<file path="src/rtl/arb_pkg.sv">
`timescale 1ns/1ps
package arb_pkg;
    parameter int unsigned NCH = 6;
    parameter int unsigned FW  = 4;
    parameter int unsigned DW  = 32;

    typedef enum logic [0:0] {
        ST_IDLE = 1'b0,
        ST_HOLD = 1'b1
    } arb_state_e;

    typedef enum logic [1:0] {
        RA_MODE   = 2'd0,
        RA_ORDER  = 2'd1,
        RA_WEIGHT = 2'd2,
        RA_NONE   = 2'd3
    } reg_addr_e;
endpackage

</file>
<file path="src/rtl/arb_regs.sv">
`timescale 1ns/1ps
module arb_regs
    import arb_pkg::*;
#(
    parameter int unsigned N = NCH,
    parameter int unsigned F = FW,
    parameter int unsigned D = DW
) (
    input  logic           clk,
    input  logic           rst_n,
    input  logic           wen,
    input  logic [1:0]     addr,
    input  logic [D-1:0]   wdata,
    output logic [D-1:0]   rdata,
    output logic           mode_o,
    output logic [N*F-1:0] order_o,
    output logic [N*F-1:0] weight_o
);
    localparam int unsigned LW = N * F;

    function automatic logic [LW-1:0] identity_order();
        logic [LW-1:0] r;
        r = '0;
        for (int i = 0; i < int'(N); i++) begin
            r[i*F +: F] = F'(i);
        end
        return r;
    endfunction

    localparam logic [LW-1:0] ORDER_RST = identity_order();

    always_ff @(posedge clk or negedge rst_n) begin
        if (!rst_n) begin
            mode_o   <= 1'b0;
            order_o  <= ORDER_RST;
            weight_o <= '0;
        end else if (wen) begin
            case (reg_addr_e'(addr))
                RA_MODE:   mode_o   <= wdata[0];
                RA_ORDER:  order_o  <= wdata[LW-1:0];
                RA_WEIGHT: weight_o <= wdata[LW-1:0];
                default:   ;
            endcase
        end
    end

    always_comb begin
        rdata = '0;
        case (reg_addr_e'(addr))
            RA_MODE:   rdata[0]      = mode_o;
            RA_ORDER:  rdata[LW-1:0] = order_o;
            RA_WEIGHT: rdata[LW-1:0] = weight_o;
            default:   rdata         = '0;
        endcase
    end
endmodule

</file>
<file path="src/rtl/arb_fixed_pick.sv">
`timescale 1ns/1ps
module arb_fixed_pick
    import arb_pkg::*;
#(
    parameter int unsigned N = NCH,
    parameter int unsigned F = FW,
    localparam int unsigned PW = $clog2(N)
) (
    input  logic [N-1:0]   req,
    input  logic [N*F-1:0] order,
    output logic           valid,
    output logic [PW-1:0]  idx
);
    logic [N-1:0] named;
    logic [F-1:0] fld;
    logic         found;

    always_comb begin
        named = '0;
        found = 1'b0;
        idx   = '0;
        fld   = '0;
        // ranked fields first: skip out-of-range and repeated channels
        for (int r = 0; r < int'(N); r++) begin
            fld = order[r*F +: F];
            if (int'(fld) < int'(N) && !named[fld[PW-1:0]]) begin
                if (!found && req[fld[PW-1:0]]) begin
                    found = 1'b1;
                    idx   = fld[PW-1:0];
                end
                named[fld[PW-1:0]] = 1'b1;
            end
        end
        // unnamed channels trail in ascending order
        for (int c = 0; c < int'(N); c++) begin
            if (!found && req[c] && !named[c]) begin
                found = 1'b1;
                idx   = PW'(c);
            end
        end
        valid = found;
    end
endmodule

</file>
<file path="src/rtl/arb_wrr_pick.sv">
`timescale 1ns/1ps
module arb_wrr_pick
    import arb_pkg::*;
#(
    parameter int unsigned N = NCH,
    parameter int unsigned F = FW,
    localparam int unsigned PW = $clog2(N),
    localparam int unsigned CW = F + 1
) (
    input  logic [N-1:0]    req,
    input  logic [N*CW-1:0] credit,
    input  logic [N*F-1:0]  weight,
    input  logic [PW-1:0]   last,
    output logic            valid,
    output logic [PW-1:0]   idx,
    output logic [N*CW-1:0] credit_nx
);
    logic [CW-1:0] eff [N];
    logic          any_live;
    logic          found;
    int            c;

    always_comb begin
        any_live = 1'b0;
        for (int k = 0; k < int'(N); k++) begin
            if (req[k] && credit[k*CW +: CW] != '0) any_live = 1'b1;
        end
        for (int k = 0; k < int'(N); k++) begin
            eff[k] = any_live ? credit[k*CW +: CW]
                              : CW'(weight[k*F +: F]) + CW'(1);
        end
        found = 1'b0;
        idx   = '0;
        c     = 0;
        for (int off = 1; off <= int'(N); off++) begin
            c = (int'(last) + off) % int'(N);
            if (!found && req[c] && eff[c] != '0) begin
                found = 1'b1;
                idx   = PW'(c);
            end
        end
        valid = found;
        for (int k = 0; k < int'(N); k++) begin
            credit_nx[k*CW +: CW] = (found && idx == PW'(k)) ? eff[k] - CW'(1) : eff[k];
        end
    end
endmodule

</file>
<file path="src/rtl/dma_prio_arbiter.sv">
`timescale 1ns/1ps
module dma_prio_arbiter
    import arb_pkg::*;
#(
    parameter int unsigned N = NCH,
    parameter int unsigned F = FW,
    parameter int unsigned D = DW,
    localparam int unsigned PW = $clog2(N),
    localparam int unsigned CW = F + 1
) (
    input  logic         clk,
    input  logic         rst_n,
    input  logic [N-1:0] req_i,
    input  logic         done_i,
    input  logic         cfg_we,
    input  logic [1:0]   cfg_addr,
    input  logic [D-1:0] cfg_wdata,
    output logic [D-1:0] cfg_rdata,
    output logic [N-1:0] grant_o
);
    arb_state_e      state, state_nx;
    logic            mode;
    logic [N*F-1:0]  order, weight;
    logic [N*CW-1:0] credit, credit_nx;
    logic [PW-1:0]   last;
    logic            fix_valid, wrr_valid, pick_valid;
    logic [PW-1:0]   fix_idx, wrr_idx, pick_idx;
    logic            decide;

    arb_regs #(.N(N), .F(F), .D(D)) u_regs (
        .clk(clk), .rst_n(rst_n), .wen(cfg_we), .addr(cfg_addr),
        .wdata(cfg_wdata), .rdata(cfg_rdata),
        .mode_o(mode), .order_o(order), .weight_o(weight)
    );

    arb_fixed_pick #(.N(N), .F(F)) u_fixed (
        .req(req_i), .order(order), .valid(fix_valid), .idx(fix_idx)
    );

    arb_wrr_pick #(.N(N), .F(F)) u_wrr (
        .req(req_i), .credit(credit), .weight(weight), .last(last),
        .valid(wrr_valid), .idx(wrr_idx), .credit_nx(credit_nx)
    );

    assign pick_valid = mode ? fix_valid : wrr_valid;
    assign pick_idx   = mode ? fix_idx   : wrr_idx;
    assign decide     = (state == ST_IDLE) && pick_valid;

    // next-state decode: ARBITRATE and RELEASE transitions
    always_comb begin
        state_nx = state;
        unique case (state)
            ST_IDLE: if (pick_valid) state_nx = ST_HOLD;
            ST_HOLD: if (done_i)     state_nx = ST_IDLE;
        endcase
    end

    always_ff @(posedge clk or negedge rst_n) begin
        if (!rst_n) state <= ST_IDLE;
        else        state <= state_nx;
    end

    function automatic logic [N*CW-1:0] credit_reset();
        logic [N*CW-1:0] r;
        for (int k = 0; k < int'(N); k++) r[k*CW +: CW] = CW'(1);
        return r;
    endfunction

    always_ff @(posedge clk or negedge rst_n) begin
        if (!rst_n) begin
            grant_o <= '0;
            last    <= PW'(N - 1);
            credit  <= credit_reset();
        end else begin
            unique case (state)
                ST_IDLE: if (decide) begin
                    grant_o <= N'(1) << pick_idx;
                    last    <= pick_idx;
                    if (!mode) credit <= credit_nx;
                end
                ST_HOLD: if (done_i) grant_o <= '0;
            endcase
        end
    end

    assert_grant_onehot_R3: assert property (@(posedge clk) disable iff (!rst_n)
        $onehot0(grant_o));

    assert_grant_to_req_R3: assert property (@(posedge clk) disable iff (!rst_n)
        (state == ST_IDLE && req_i != '0) |=> ((grant_o & $past(req_i)) != '0));

    assert_hold_stable_R4: assert property (@(posedge clk) disable iff (!rst_n)
        (state == ST_HOLD && !done_i) |=> $stable(grant_o));

    assert_release_drop_R5: assert property (@(posedge clk) disable iff (!rst_n)
        (state == ST_HOLD && done_i) |=> (grant_o == '0));

    assert_idle_no_grant_R5: assert property (@(posedge clk) disable iff (!rst_n)
        (state == ST_IDLE) |-> (grant_o == '0));
endmodule

</file>
<file path="config.mk">
export PLATFORM = sky130hd
export DESIGN_NAME = dma_prio_arbiter
export DESIGN_NICKNAME = d
export VERILOG_FILES = /design/src/rtl/arb_pkg.sv /design/src/rtl/arb_regs.sv /design/src/rtl/arb_fixed_pick.sv /design/src/rtl/arb_wrr_pick.sv /design/src/rtl/dma_prio_arbiter.sv
export SDC_FILE = /design/constraint.sdc
export NUM_CORES = 1
export LEC_CHECK = 0
export BUFFER_PORTS_ARGS = -buffer_cell sky130_fd_sc_hd__buf_2
export CORE_ASPECT_RATIO = 1.2
export CORE_MARGIN = 4
export CORE_UTILIZATION = 45
export CTS_BUF_LIST = sky130_fd_sc_hd__clkbuf_16
export CTS_CLUSTER_SIZE = 25
export DETAILED_ROUTE_END_ITERATION = 10
export GPL_TIMING_DRIVEN = 0
export PLACE_DENSITY_LB_ADDON = 0.08
export REMOVE_ABC_BUFFERS = 1
export SKIP_LAST_GASP = 1
export SLEW_MARGIN = 15
export SYNTH_ARGS = -nofsm -noshare
export SYNTH_HDL_FRONTEND = slang
export SYNTH_SLANG_ARGS = --single-unit
</file>
<file path="constraint.sdc">
create_clock -name clk -period 7.1 [get_ports clk]
set_input_delay 0.71 -clock clk [delete_from_list [all_inputs] [get_ports clk]]
set_output_delay 0.71 -clock clk [all_outputs]
set_load 0.01 [all_outputs]
</file>
-- Yosys cells after proc, flatten, opt, wreduce, memory -nomap -nowiden
Memory sizes are Yosys's and may differ from the RTL's.
Cells that the tools add are included.
- add/sub/neg operators: 18
- multiply operators: 0
- div/mod/pow operators: 6
- order comparisons: 30
- equal/unequal tests: 9
- shift-type cells: 1
- muxes and demuxes: 153
- bitwise operators: 13
- reductions and logical operators: 101
- operators with widths (operator ; number):
    $ge 32x4->1 const B ; 6
    $lt 32x5->1 const B ; 6
    $mod 32x4->32 const B ; 6
    $not 32->32 ; 6
    $mux 5 ; 24
    $bmux 5 s3 ; 6
    $mux 3 ; 25
    $mux 1 ; 63
    $reduce_bool 5->1 ; 12
    $logic_and 1x1->1 ; 53
    $bmux 1 s3 ; 17
    $mux 6 ; 8
    $pmux 23 s2 ; 1
    $add 4x1->5 const B ; 6
    $or 6x6->6 ; 5
    $sub 5x1->5 const B ; 6
    $logic_not 1->1 ; 28
    $lt 3x4->1 const B ; 6
    $lt 4x3->1 const B ; 6
    $demux 1 s3 ; 6
    $ge 3x1->1 const B ; 6
    $add 3x3->4 const B ; 3
    $pmux 6 s2 ; 1
    $reduce_and 2->1 ; 5
    other kinds (15) ; 20
- register bits after elaboration: 89
- latch bits: 0
- bits in writable memories: 0
- ROM bits: 8
- bits of input ports: 44
- word-level logic and storage cells: 339
- memories kept: 1
- memory list (name ; words ; width ; rd ports ; clocked after Yosys merged registers in ; wr ports ; line ; text):
    (name not given) ; 8 ; 1 ; 1 ; 0 ; 0 ; arb_fixed_pick.sv:26 ; if (int'(fld) < int'(N) && !named[fld[PW-1:0]]) begin

-- Logic depth before layout (Yosys ltp)
Gate-level depths: netlist of the first run.
- word-level depth: 58
- mapped depth: 24

-- Hierarchy
From an unflattened synthesis of the first run, not the netlist that was laid out.
- cells, all modules: 1000
- area, all modules: 9183.8 um^2
- by module, submodules not included (module ; instances ; cells an instance ; area each (um^2) ; seq. area each (um^2)):
    arb_wrr_pick ; 1 ; 411 ; 2956.6 ; 0.0
    arb_regs ; 1 ; 176 ; 2492.4 ; 1234.9
    arb_fixed_pick ; 1 ; 309 ; 2107.0 ; 0.0
    dma_prio_arbiter ; 1 ; 104 ; 1627.8 ; 1011.0

-- Worst setup path before layout of the first run
OpenSTA, ideal clock, no wires.
- path type: register -> register
- start: reg last[0]
- end: reg grant_o[1]
- data arrival time: 5.228 ns
- slack: 1.751 ns
- cell stages (with the launch flop): 24
- cells stage by stage: dfstp_2 buf_2 clkinv_1 clkbuf_1 ha_1 xor2_1 inv_1 ha_1 nand2b_1 or3_1 clkbuf_1 a22o_1 buf_2 a2111oi_0 a211oi_1 a2111oi_0 nor2_1 o21bai_1 a21oi_1 a22o_1 buf_2 clkbuf_1 mux2_2 a32o_2
- longest elaborated chain between the ends: 33
- elaborated cells on any way between the ends: 96
- classes of those cells: add/sub: 6; div: 6; eq/ne: 1; shift: 1; mux: 52; bitwise: 6; reduce/logical: 24
- RTL lines (what ; line ; text):
    start: declaration ; dma_prio_arbiter.sv:25 ; logic [PW-1:0] last;
    start signal: assignment ; dma_prio_arbiter.sv:72 ; last <= PW'(N - 1);
    start signal: assignment ; dma_prio_arbiter.sv:78 ; last <= pick_idx;
    $add 3x1->4 ; arb_wrr_pick.sv:36 ; c = (int'(last) + off) % int'(N);
    $mod 32x4->32 ; arb_wrr_pick.sv:36 ;
    $not 32->32 (implied by the code) ; arb_wrr_pick.sv:37 ; if (!found && req[c] && eff[c] != '0) begin
    $bmux 5 s3 ; arb_wrr_pick.sv:37 ;
    $mux 5 (implied by the code) (2 in series) ; arb_wrr_pick.sv:37 ;
    $reduce_bool 5->1 ; arb_wrr_pick.sv:37 ;
    $logic_and 1x1->1 ; arb_wrr_pick.sv:37 ;
    $mux 1 ; arb_wrr_pick.sv:37 ;
    [15 not listed] ; -- ;
    $mux 1 ; arb_wrr_pick.sv:37 ;
    $logic_not 1->1 ; arb_wrr_pick.sv:37 ;
    $logic_and 1x1->1 (2 in series) ; arb_wrr_pick.sv:37 ;
    $mux 3 / $mux 1 (equally long branches) ; arb_wrr_pick.sv:37 ;
    $mux 3 / $mux 1 (equally long branches) ; dma_prio_arbiter.sv:46, dma_prio_arbiter.sv:45 ;
    $shl 1x3->6 / $logic_and 1x1->1 (equally long branches) ; dma_prio_arbiter.sv:77, dma_prio_arbiter.sv:47 ;
    $mux 6 / $ne 2x2->1 (equally long branches) ; -- ;
    $pmux 6 s2 / $reduce_and 2->1 (equally long branches) ; -- ;
    end signal: assignment ; dma_prio_arbiter.sv:77 ; grant_o <= N'(1) << pick_idx;
    end: declaration ; dma_prio_arbiter.sv:19 ; output logic [N-1:0] grant_o
Several ways; a longest one is shown, not always the timed one. The select of a mux whose other input is x is not followed.
A chain may end at the register's enable or synchronous reset.

-- Worst setup path after layout of the first run
- start: reg last[0]
- end: reg credit[4]
- longest elaborated chain between the ends: 32
- elaborated cells on any way between the ends: 94
- classes of those cells: add/sub: 6; div: 6; mux: 50; bitwise: 6; reduce/logical: 26
- RTL lines (what ; line ; text):
    $add 3x1->4 ; arb_wrr_pick.sv:36 ;
    $mod 32x4->32 ; arb_wrr_pick.sv:36 ;
    $not 32->32 (implied by the code) ; arb_wrr_pick.sv:37 ;
    $bmux 5 s3 ; arb_wrr_pick.sv:37 ;
    $mux 5 (implied by the code) (2 in series) ; arb_wrr_pick.sv:37 ;
    $reduce_bool 5->1 ; arb_wrr_pick.sv:37 ;
    $logic_and 1x1->1 ; arb_wrr_pick.sv:37 ;
    $mux 1 ; arb_wrr_pick.sv:37 ;
    [13 not listed] ; -- ;
    $logic_and 1x1->1 (2 in series) ; arb_wrr_pick.sv:37 ;
    $mux 1 ; arb_wrr_pick.sv:37 ;
    $logic_not 1->1 ; arb_wrr_pick.sv:37 ;
    $logic_and 1x1->1 (2 in series) ; arb_wrr_pick.sv:37 ;
    $mux 3 / $mux 1 (equally long branches) ; arb_wrr_pick.sv:37 ;
    $logic_not 3->1 / $mux 1 (equally long branches) ; arb_wrr_pick.sv:44, dma_prio_arbiter.sv:45 ;
    $logic_and 1x1->1, on equally long branches ; arb_wrr_pick.sv:44, dma_prio_arbiter.sv:47 ;
    $mux 5 / $reduce_and 3->1 (equally long branches) ; -- ;
    end signal: assignment ; dma_prio_arbiter.sv:73 ; credit <= credit_reset();
    end signal: assignment ; dma_prio_arbiter.sv:79 ; if (!mode) credit <= credit_nx;
    end: declaration ; dma_prio_arbiter.sv:24 ; logic [N*CW-1:0] credit, credit_nx;
Several ways; a longest one is shown, not always the timed one. The select of a mux whose other input is x is not followed.

==> results of run 1 <==
[sequential cells by signal, indices dropped and copies added (netlist names)]
signal,cells
last,3
u_regs.order_o,24
grant_o,6
u_regs.weight_o,24
credit,30
u_regs.mode_o,1
state,1
[metrics by stage]
stage,total power [µW],worst slack (ns)
floorplan,2900,1.56
global placement,3610,0.0996
detailed placement,3640,0.162
CTS,4170,0.125
global route,4530,0.220
finish,4200,0.510
[cell type report]
class	count	area, µm²
clock inverter	7	76.3
tap	261	327
inverter	32	124
multi-input combinational	901	6400
timing repair buffer	72	449
clock buffer	9	225
sequential	89	2250
fill	1962	9920
[placed cells by master, fill, tap and decap left out, types with 8 or more instances in the layout]
master / count
clkbuf_16: 9
a21oi_1: 51
nand2b_1: 8
o21ai_1: 21
mux2i_1: 31
and3_1: 10
nor2_1: 79
xnor2_1: 26
dfrtp_1: 74
and2_1: 9
or3_1: 16
a22oi_1: 25
nor3b_1: 16
nor2b_1: 37
o31ai_1: 12
a211oi_1: 14
conb_1: 8
nor3_1: 35
dfstp_2: 15
mux2_2: 62
inv_1: 31
nand3_1: 39
a31oi_1: 13
o211ai_1: 15
nand2_1: 83
xor2_1: 17
o21ai_0: 48
a21boi_0: 9
buf_2: 64
ha_1: 31
nand4_1: 11
[worst paths after layout]
check	startpoint	to	slack [ns]	cells after the start
max	last[0]$_DFFE_PN1P_	credit[4]$_DFFE_PN0P_	0.51	19
max reg2reg	last[0]$_DFFE_PN1P_	credit[4]$_DFFE_PN0P_	0.51	19
min	rst_n	credit[9]$_DFFE_PN0P_	0.16	1
max in group asynchronous	rst_n	credit[15]$_DFFE_PN1P_	6.27	2
min in group clk	credit[5]$_DFFE_PN1P_	credit[5]$_DFFE_PN1P_	0.47	2
min reg2reg	credit[5]$_DFFE_PN1P_	credit[5]$_DFFE_PN1P_	0.47	2
[cell families after synthesis]
family / Yosys count / synth area share [%]
multiplexers: 98 / 12.0
buffers and inverters: 121 / 5.61
XOR/XNOR: 43 / 4.13
adder cells (fa/ha/maj): 31 / 4.25
other: 1 / 0.0411
AO/OA/AOI/OAI: 324 / 26.0
flip-flops: 89 / 24.6
AND/OR/NAND/NOR: 397 / 23.3
[worst max-delay path, delay by kind of cell, from the launching register on]
family,cells,cell delay (ns)
flops,1,0.95
fa+ha+maj,2,0.54
xor+xnor,1,0.40
buf+inv,3,0.61
mux,3,1.17
compound gates,7,1.94
simple gates,3,0.84
[timing repair]
item / CTS / global route
resized for setup: 0 / 1
setup endpoints to repair: 0 / 23
buffers inserted: 0 / 3
hold buffers: 0 / 0
[per-layer routing]
metal / up-vias / global-route usage, % / share of wire [%]
met2: 269 / 42.0 / 48
met4: 0 / 8.09 / 2.3
met3: 48 / 2.73 / 4.3
met5: - / 0 / 0
met1: 4157 / 33.7 / 45
li1: 4141 / - / -
[power breakdown]
part | total, µW | internal [µW] | switching [µW]
clock | 506 | 254 | 253
sequential | 986 | 669 | 317
combinational | 2710 | 1080 | 1630
==> results.yml, run 1 <==
global_routing:
  antenna_found_initial: 0
  grt_usage_pct: 25.0
  grt_pass1_wl_um: 44800
  overflow: 0
  grt_pass1_vias: 8135
  grt_max_degree: 80
power:
  p_per_area_nw_per_um2: 427
  irDropWorstVdd_mv: 0.299
  p_leak_uw: 0.00391
worst_setup_path:
  crit_required_ns: 7.35
  critPathMaxStageDelay_ns: 0.95
  cp-end-kind: "flip-flop"
  arrival_ns: 6.84
  cp_slowest_cell: "dfstp_2"
  startpoint_type: "flip-flop"
  path_cells: "clkinvlp_4 -> buf_4 -> ha_1 -> xor2_1 -> inv_1 -> ha_1 -> nand2b_1 -> or3_1 -> a22oi_2 -> mux2_2 -> a211oi_1 -> a2111oi_0 -> a21o_1 -> o211ai_1 -> mux2_2 -> o21ai_4 -> nand4b_1 -> mux2_1 -> a221oi_1"
  critPathKind: "reg -> reg"
  cp_max_fo: 31
clock_tree:
  clock_tree.root_cell: "clkbuf_16"
  path_clk_slew_ns: 0.08
  cts_made_buffers: 9
  clk_latency_ns: 0.36
  cts.sinks: 89
  cts_tree: "yes"
  cts_max_path_buffers: 2
  cts.htree.levels: 3
synthesis:
  synthTopCellsByArea: "dfrtp_1 20%, mux2_2 7.7%, dfstp_2 4.3%"
  synthCells: 1104
  yosysMostFrequentCell: "nand2_1"
  synth_seq_cells: 89
  synth_top_area_cell: "dfrtp_1"
  synth_top_area_share_pct: 20.3
  ys_top_cells_by_count: "85 x nand2_1, 79 x nor2_1, 74 x dfrtp_1, 62 x mux2_2, 61 x clkbuf_1"
  synth.avg_cell_area_um2: 8.26
  synth-main-ff-cell: "dfrtp_1"
  yosysSeqAreaShare_pct: 24.6
  synth-edff-count: 0
  yosysUniqueCellTypes: 105
  yosys_warnings: 0
  synth_area_um2: 9120
  async_reset_ff_share_pct: 100
floorplan:
  std_cell_rows: 56
  coreArea_um2: 19800
  die_h_um: 164
  initial_core_util_pct: 46.1
  pin_count: 82
  die_area_um2: 22600
  fp.dieW_um: 138
sta:
  worst_slew_pin_slew_ns: 1.15
  finalSetupTns_ns: 0
  max-slew-margin-rel_pct: 23.1
  hold_violations: 0
  holdWs_ns: 0.156
  finalCritPeriodShare_pct: 92.8
  clock_skew_ns: 0.0163
  rsz0062_at_grt: "false"
  finalSetupViolations: 0
  final_max_slew_viol_count: 0
  fmax_ghz: 0.152
  finalCriticalPeriod_ns: 6.59
cells_and_area:
  area_growth_syn_to_layout_pct: 7.96
  post-route-util_pct: 49.8
  stdcell_count: 1371
  design_area_um2: 9840
  drive_gt1_share_pct: 18.0
  antenna_cells: 0
  fin_nets: 1180
detailed_routing:
  drc_errors: 0
  firstDrtPassIters: 5
  wl_per_cell_um: 20.6
  routed_via_density: 6.28
  dr_total_vias: 8615
  ant_nets: 0
  finalWirelength_um: 28300
  drtIter0Drc: 522
min_path:
  holdCritPathClass: "in -> async"
place:
  post-place-cells: 1352
  routabilityCongestion: 0.890
  io_buffers: 65
  dpl_cell_area_um2: 9520
  dp_hpwl_um: 20700
run_status:
  status: "complete, no violations"
flow_run:
  maxCapViolCount: 0
Note: power is estimated with default switching activity, not from simulation.
==> inputs of run 2 (changes only) <==
CORE_ASPECT_RATIO = 1.4   (was 1.2)
MAX_ROUTING_LAYER = met4   (was not set)
==> results.yml, run 2 (synthesized netlist as in run 1, its figures left out) <==
worst_setup_path:
  critPathBufInv: 3
  crit_family: "compound AO/OA/AOI/OAI gates"
  arrival_ns: 6.78
  cp_slowest_cell: "dfstp_2"
  crit_required_ns: 7.35
  cp_max_fo: 31
  critPathKind: "reg -> reg"
  cp-end-kind: "flip-flop"
  critPathLaunch: "last[0]$_DFFE_PN1P_"
  reg2reg_from: "last[0]$_DFFE_PN1P_"
  critPathMaxStageDelay_ns: 0.96
  path_cells: "clkinvlp_4 -> buf_4 -> ha_1 -> xor2_1 -> inv_1 -> ha_1 -> nand2b_1 -> or3_1 -> a22o_1 -> a2111oi_0 -> a211oi_1 -> a2111oi_0 -> a21o_1 -> o211ai_1 -> mux2_2 -> o21ai_4 -> nand4b_1 -> mux2_1 -> a221oi_1"
  startpoint_type: "flip-flop"
global_routing:
  antenna_found_initial: 0
  grt_max_degree: 72
  overflow: 0
  grt_pass1_wl_um: 45500
  grt_pass1_vias: 8333
  grt_usage_pct: 26.0
floorplan:
  coreArea_um2: 19900
  initial_core_util_pct: 45.8
  die_area_um2: 22600
  fp.dieW_um: 128
  pin_count: 82
  std_cell_rows: 61
  die_h_um: 176
sta:
  finalSetupTns_ns: 0
  max-slew-margin-rel_pct: 23.3
  finalSetupViolations: 0
  finalCritPeriodShare_pct: 91.9
  clock_skew_ns: 0.0181
  final_max_slew_viol_count: 0
  hold_violations: 0
  worst_slew_pin_slew_ns: 1.15
  fin_ws_ns: 0.575
  finalCriticalPeriod_ns: 6.53
  fmax_ghz: 0.153
  rsz0062_at_grt: "false"
clock_tree:
  clk_latency_ns: 0.37
  cts.htree.levels: 3
  cts_made_buffers: 9
  cts_max_path_buffers: 2
  cts_tree: "yes"
  clock_tree.root_cell: "clkbuf_16"
  holdBufCountCts: 0
  cts.sinks: 89
  path_clk_slew_ns: 0.07
detailed_routing:
  finalWirelength_um: 28800
  dr_total_vias: 8566
  drc_errors: 0
  drtIter0Drc: 483
  routed_via_density: 6.28
  ant_nets: 0
  firstDrtPassIters: 7
  wl_per_cell_um: 21.1
cells_and_area:
  top_regs: "credit x30, u_regs.order_o x24, u_regs.weight_o x24"
  fin_nets: 1181
  final_cell_mix: "83 x nand2_1, 79 x nor2_1, 74 x dfrtp_1"
  drive_gt1_share_pct: 18.1
  area_growth_syn_to_layout_pct: 7.89
  stdcell_count: 1363
  post-route-util_pct: 49.4
  largest-register: "credit"
  antenna_cells: 0
  final_common_cell: "nand2_1"
  largest_reg_flops: 30
power:
  p_leak_uw: 0.00391
  pwr-share-seq_pct: 23.5
  pwr-share-clk_pct: 11.9
  cellInternalPower_uw: 2010
  p_per_area_nw_per_um2: 426
  switching_share_pct: 52.1
  switchingPower_uw: 2180
  irDropWorstVdd_mv: 0.184
  p_comb_share_pct: 64.6
place:
  dp_hpwl_um: 21500
  routabilityCongestion: 0.890
  place_ws_ns: 0.133
  post-place-cells: 1343
  io_buffers: 65
min_path:
  holdCritPathClass: "in -> async"
run_status:
  status: "complete, no violations"
flow_run:
  maxCapViolCount: 0
==> run 2: cell types whose count changed in the layout (fill, tap and decap cells not counted), sizes merged <==
cell    previous run  this run
inv               37        35
clkinv             1         3
buf               72        73
==> run 2: metrics by stage <==
step / hold WS, ns / total power, µW / instance area [µm²]
floorplan: 0.414 / 2900 / 8750
detailed placement: 0.466 / 3660 / 9500
finish: 0.195 / 4190 / 9840
global route: 0.204 / 4530 / 9840
CTS: 0.194 / 4170 / 9800
global placement: 0.463 / 3620 / 9390
==> run 2: worst paths after layout <==
| kind | endpoint | slack [ns] | cells past startpoint |
|---|---|---|---|
| worst max register to register | credit[4]$_DFFE_PN0P_ | 0.57 | 19 |
| worst min register to register | credit[5]$_DFFE_PN1P_ | 0.47 | 2 |
| max in group asynchronous | credit[5]$_DFFE_PN1P_ | 6.23 | 2 |
| worst max-delay path | credit[4]$_DFFE_PN0P_ | 0.57 | 19 |
| worst min-delay path | grant_o[5]$_DFFE_PN0P_ | 0.20 | 1 |
| min in group clk | credit[5]$_DFFE_PN1P_ | 0.47 | 2 |
==> run 2: area by class of cell <==
type | count | area, µm²
Clock buffer | 9 | 225
Clock inverter | 7 | 81.3
Fill cell | 1977 | 10100
Inverter | 32 | 124
Multi-Input combinational cell | 901 | 6400
Sequential cell | 89 | 2250
Tap cell | 252 | 315
Timing Repair Buffer | 73 | 449
==> run 2: metal layers <==
metal	global-route usage, %	wire, µm	vias up
li1	-	-	4141
met1	30.8	12100	4186
met2	46.2	15100	196
met3	2.63	898	43
met4	7.92	734	0
met5	-	0	-
==> run 2: power groups by stage <==
stage | Sequential, µW | Combinational [µW] | Clock (µW)
2_1_floorplan | 870 | 2030 | 0
3_3_place_gp | 983 | 2640 | 0
3_5_place_dp | 987 | 2670 | 0
4_1_cts | 978 | 2680 | 512
5_1_grt | 1010 | 2990 | 526
6_report | 986 | 2710 | 499
==> run 2: what timing repair did <==
item / 4_1_cts / 5_1_grt
setup endpoints to repair: 0 / 12
gates resized for setup: 0 / 1
setup buffers: 0 / 4
==> inputs of run 3 (changes only) <==
PLACE_DENSITY_LB_ADDON = 0.1   (was 0.08)
==> results.yml, run 3 (synthesized netlist as in run 1, its figures left out) <==
cells_and_area:
  largest-register: "credit"
  antenna_cells: 0
  area_growth_syn_to_layout_pct: 8.00
  final_common_cell: "nand2_1"
  fillers: 1972
  fin_nets: 1182
  final_cell_mix: "83 x nand2_1, 79 x nor2_1, 74 x dfrtp_1"
  largest_reg_flops: 30
  stdcell_count: 1364
  top_regs: "credit x30, u_regs.order_o x24, u_regs.weight_o x24"
  drive_gt1_share_pct: 18.2
floorplan:
  std_cell_rows: 61
  die_h_um: 176
  fp.dieW_um: 128
  initial_core_util_pct: 45.8
  die_area_um2: 22600
  pin_count: 82
  coreArea_um2: 19900
power:
  p_per_area_nw_per_um2: 426
  pwr-share-seq_pct: 23.4
  power_uw: 4200
  switchingPower_uw: 2190
  pwr-share-clk_pct: 11.9
  p_leak_uw: 0.00392
  p_comb_share_pct: 64.6
  cellInternalPower_uw: 2010
  irDropWorstVdd_mv: 0.303
  switching_share_pct: 52.1
worst_setup_path:
  cp-end-kind: "flip-flop"
  cp_slowest_cell: "dfstp_2"
  crit_required_ns: 7.34
  crit_family: "compound AO/OA/AOI/OAI gates"
  critPathBufInv: 3
  critPathKind: "reg -> reg"
  path_cells: "clkinvlp_4 -> buf_4 -> ha_1 -> xor2_1 -> inv_1 -> ha_1 -> nand2b_1 -> or3_1 -> a22o_1 -> a2111oi_0 -> a211oi_1 -> a2111oi_0 -> a21o_1 -> o211ai_1 -> mux2_2 -> o21ai_4 -> nand4b_1 -> mux2_1 -> a221oi_1"
  cp_max_fo: 31
  startpoint_type: "flip-flop"
  rrSetupSlack_ns: 0.66
  reg2reg_from: "last[0]$_DFFE_PN1P_"
  critPathMaxStageDelay_ns: 0.94
  arrival_ns: 6.68
  critPathLaunch: "last[0]$_DFFE_PN1P_"
place:
  dp_hpwl_um: 21000
  routabilityCongestion: 0.875
  io_buffers: 65
  post-place-cells: 1343
detailed_routing:
  drtIter0Drc: 509
  routed_via_density: 6.26
  finalWirelength_um: 28400
  dr_total_vias: 8535
  firstDrtPassIters: 5
  wl_per_cell_um: 20.8
  ant_nets: 0
  drc_errors: 0
global_routing:
  overflow: 0
  grt_pass1_wl_um: 45400
  grt_pass1_vias: 8309
  antenna_found_initial: 0
  grt_max_degree: 80
  grt_usage_pct: 25.9
clock_tree:
  cts.htree.levels: 3
  cts_tree: "yes"
  clk_latency_ns: 0.35
  cts_made_buffers: 9
  clock_tree.root_cell: "clkbuf_16"
  cts_max_path_buffers: 2
  cts.sinks: 89
  holdBufCountCts: 0
  path_clk_slew_ns: 0.07
sta:
  fmax_ghz: 0.155
  worst_slew_pin_slew_ns: 1.15
  finalCriticalPeriod_ns: 6.44
  finalCritPeriodShare_pct: 90.7
  max-slew-margin-rel_pct: 23.3
  finalSetupViolations: 0
  finalSetupTns_ns: 0
  clock_skew_ns: 0.0153
  final_max_slew_viol_count: 0
  hold_violations: 0
  rsz0062_at_grt: "false"
run_status:
  status: "complete, no violations"
flow_run:
  maxCapViolCount: 0
min_path:
  holdCritPathClass: "in -> async"
run 3: cell count changes in the layout (fill, tap and decap cells not counted), sizes merged:
cell,change
clkinv,-2
buf,+1
inv,+2
run 3: metrics by stage:
stage               instance area, µm²  util [%]  hold WS (ns)  setup WS (ns)
CTS                               9810      49.2         0.160          0.188
global route                      9850      49.4         0.158          0.207
global placement                  9390      47.2         0.459          0.129
finish                            9850      49.4         0.168          0.658
floorplan                         8750         -         0.414           1.56
detailed placement                9500      47.7         0.467          0.217
run 3: worst reg2reg max path: stages, from the launching register on:
cell and delay, ns:
dfstp_2 0.94, clkinvlp_4 0.21, buf_4 0.22, ha_1 0.26, xor2_1 0.40, inv_1 0.18, ha_1 0.30, nand2b_1 0.15
or3_1 0.42, a22o_1 0.35, a2111oi_0 0.42, a211oi_1 0.11, a2111oi_0 0.50, a21o_1 0.15, o211ai_1 0.09, mux2_2 0.33
o21ai_4 0.48, nand4b_1 0.26, mux2_1 0.38, a221oi_1 0.21
run 3: layer usage:
metal	share of wire [%]	vias to the layer above	GRT usage [%]
met5	0	-	-
met4	3.9	0	10.0
met3	2.9	53	2.54
met2	51	206	44.0
met1	42	4131	31.5
li1	-	4145	-
run 3: what timing repair did:
| action | in CTS | in global routing |
|---|---|---|
| endpoints found under the setup margin | 0 | 22 |
| buffers inserted | 0 | 5 |
| gates resized for setup | 0 | 1 |
run 3: final timing paths:
kind | cells after the start | endpoint
worst max-delay path | 19 | credit[4]$_DFFE_PN0P_
worst min-delay path | 1 | grant_o[5]$_DFFE_PN0P_
worst max register to register | 19 | credit[4]$_DFFE_PN0P_
worst min register to register | 2 | credit[0]$_DFFE_PN1P_
max in group asynchronous | 2 | credit[5]$_DFFE_PN1P_
min in group clk | 2 | credit[0]$_DFFE_PN1P_
run 3: area by class of cell:
class / instances / area, µm² / share of cell area (%)
Clock buffer: 9 / 225 / 2.29
Clock inverter: 7 / 76.3 / 0.775
Inverter: 32 / 124 / 1.26
Multi-Input combinational cell: 901 / 6400 / 65.0
Sequential cell: 89 / 2250 / 22.8
Tap cell: 252 / 315 / 3.20
Timing Repair Buffer: 74 / 464 / 4.71
run 3: power by group through the flow:
stage	clock network, µW	logic (µW)	registers [µW]
6_report	500	2710	984
5_1_grt	533	3010	1010
4_1_cts	511	2680	979
3_5_place_dp	0	2670	988
3_3_place_gp	0	2640	986
2_1_floorplan	0	2030	870
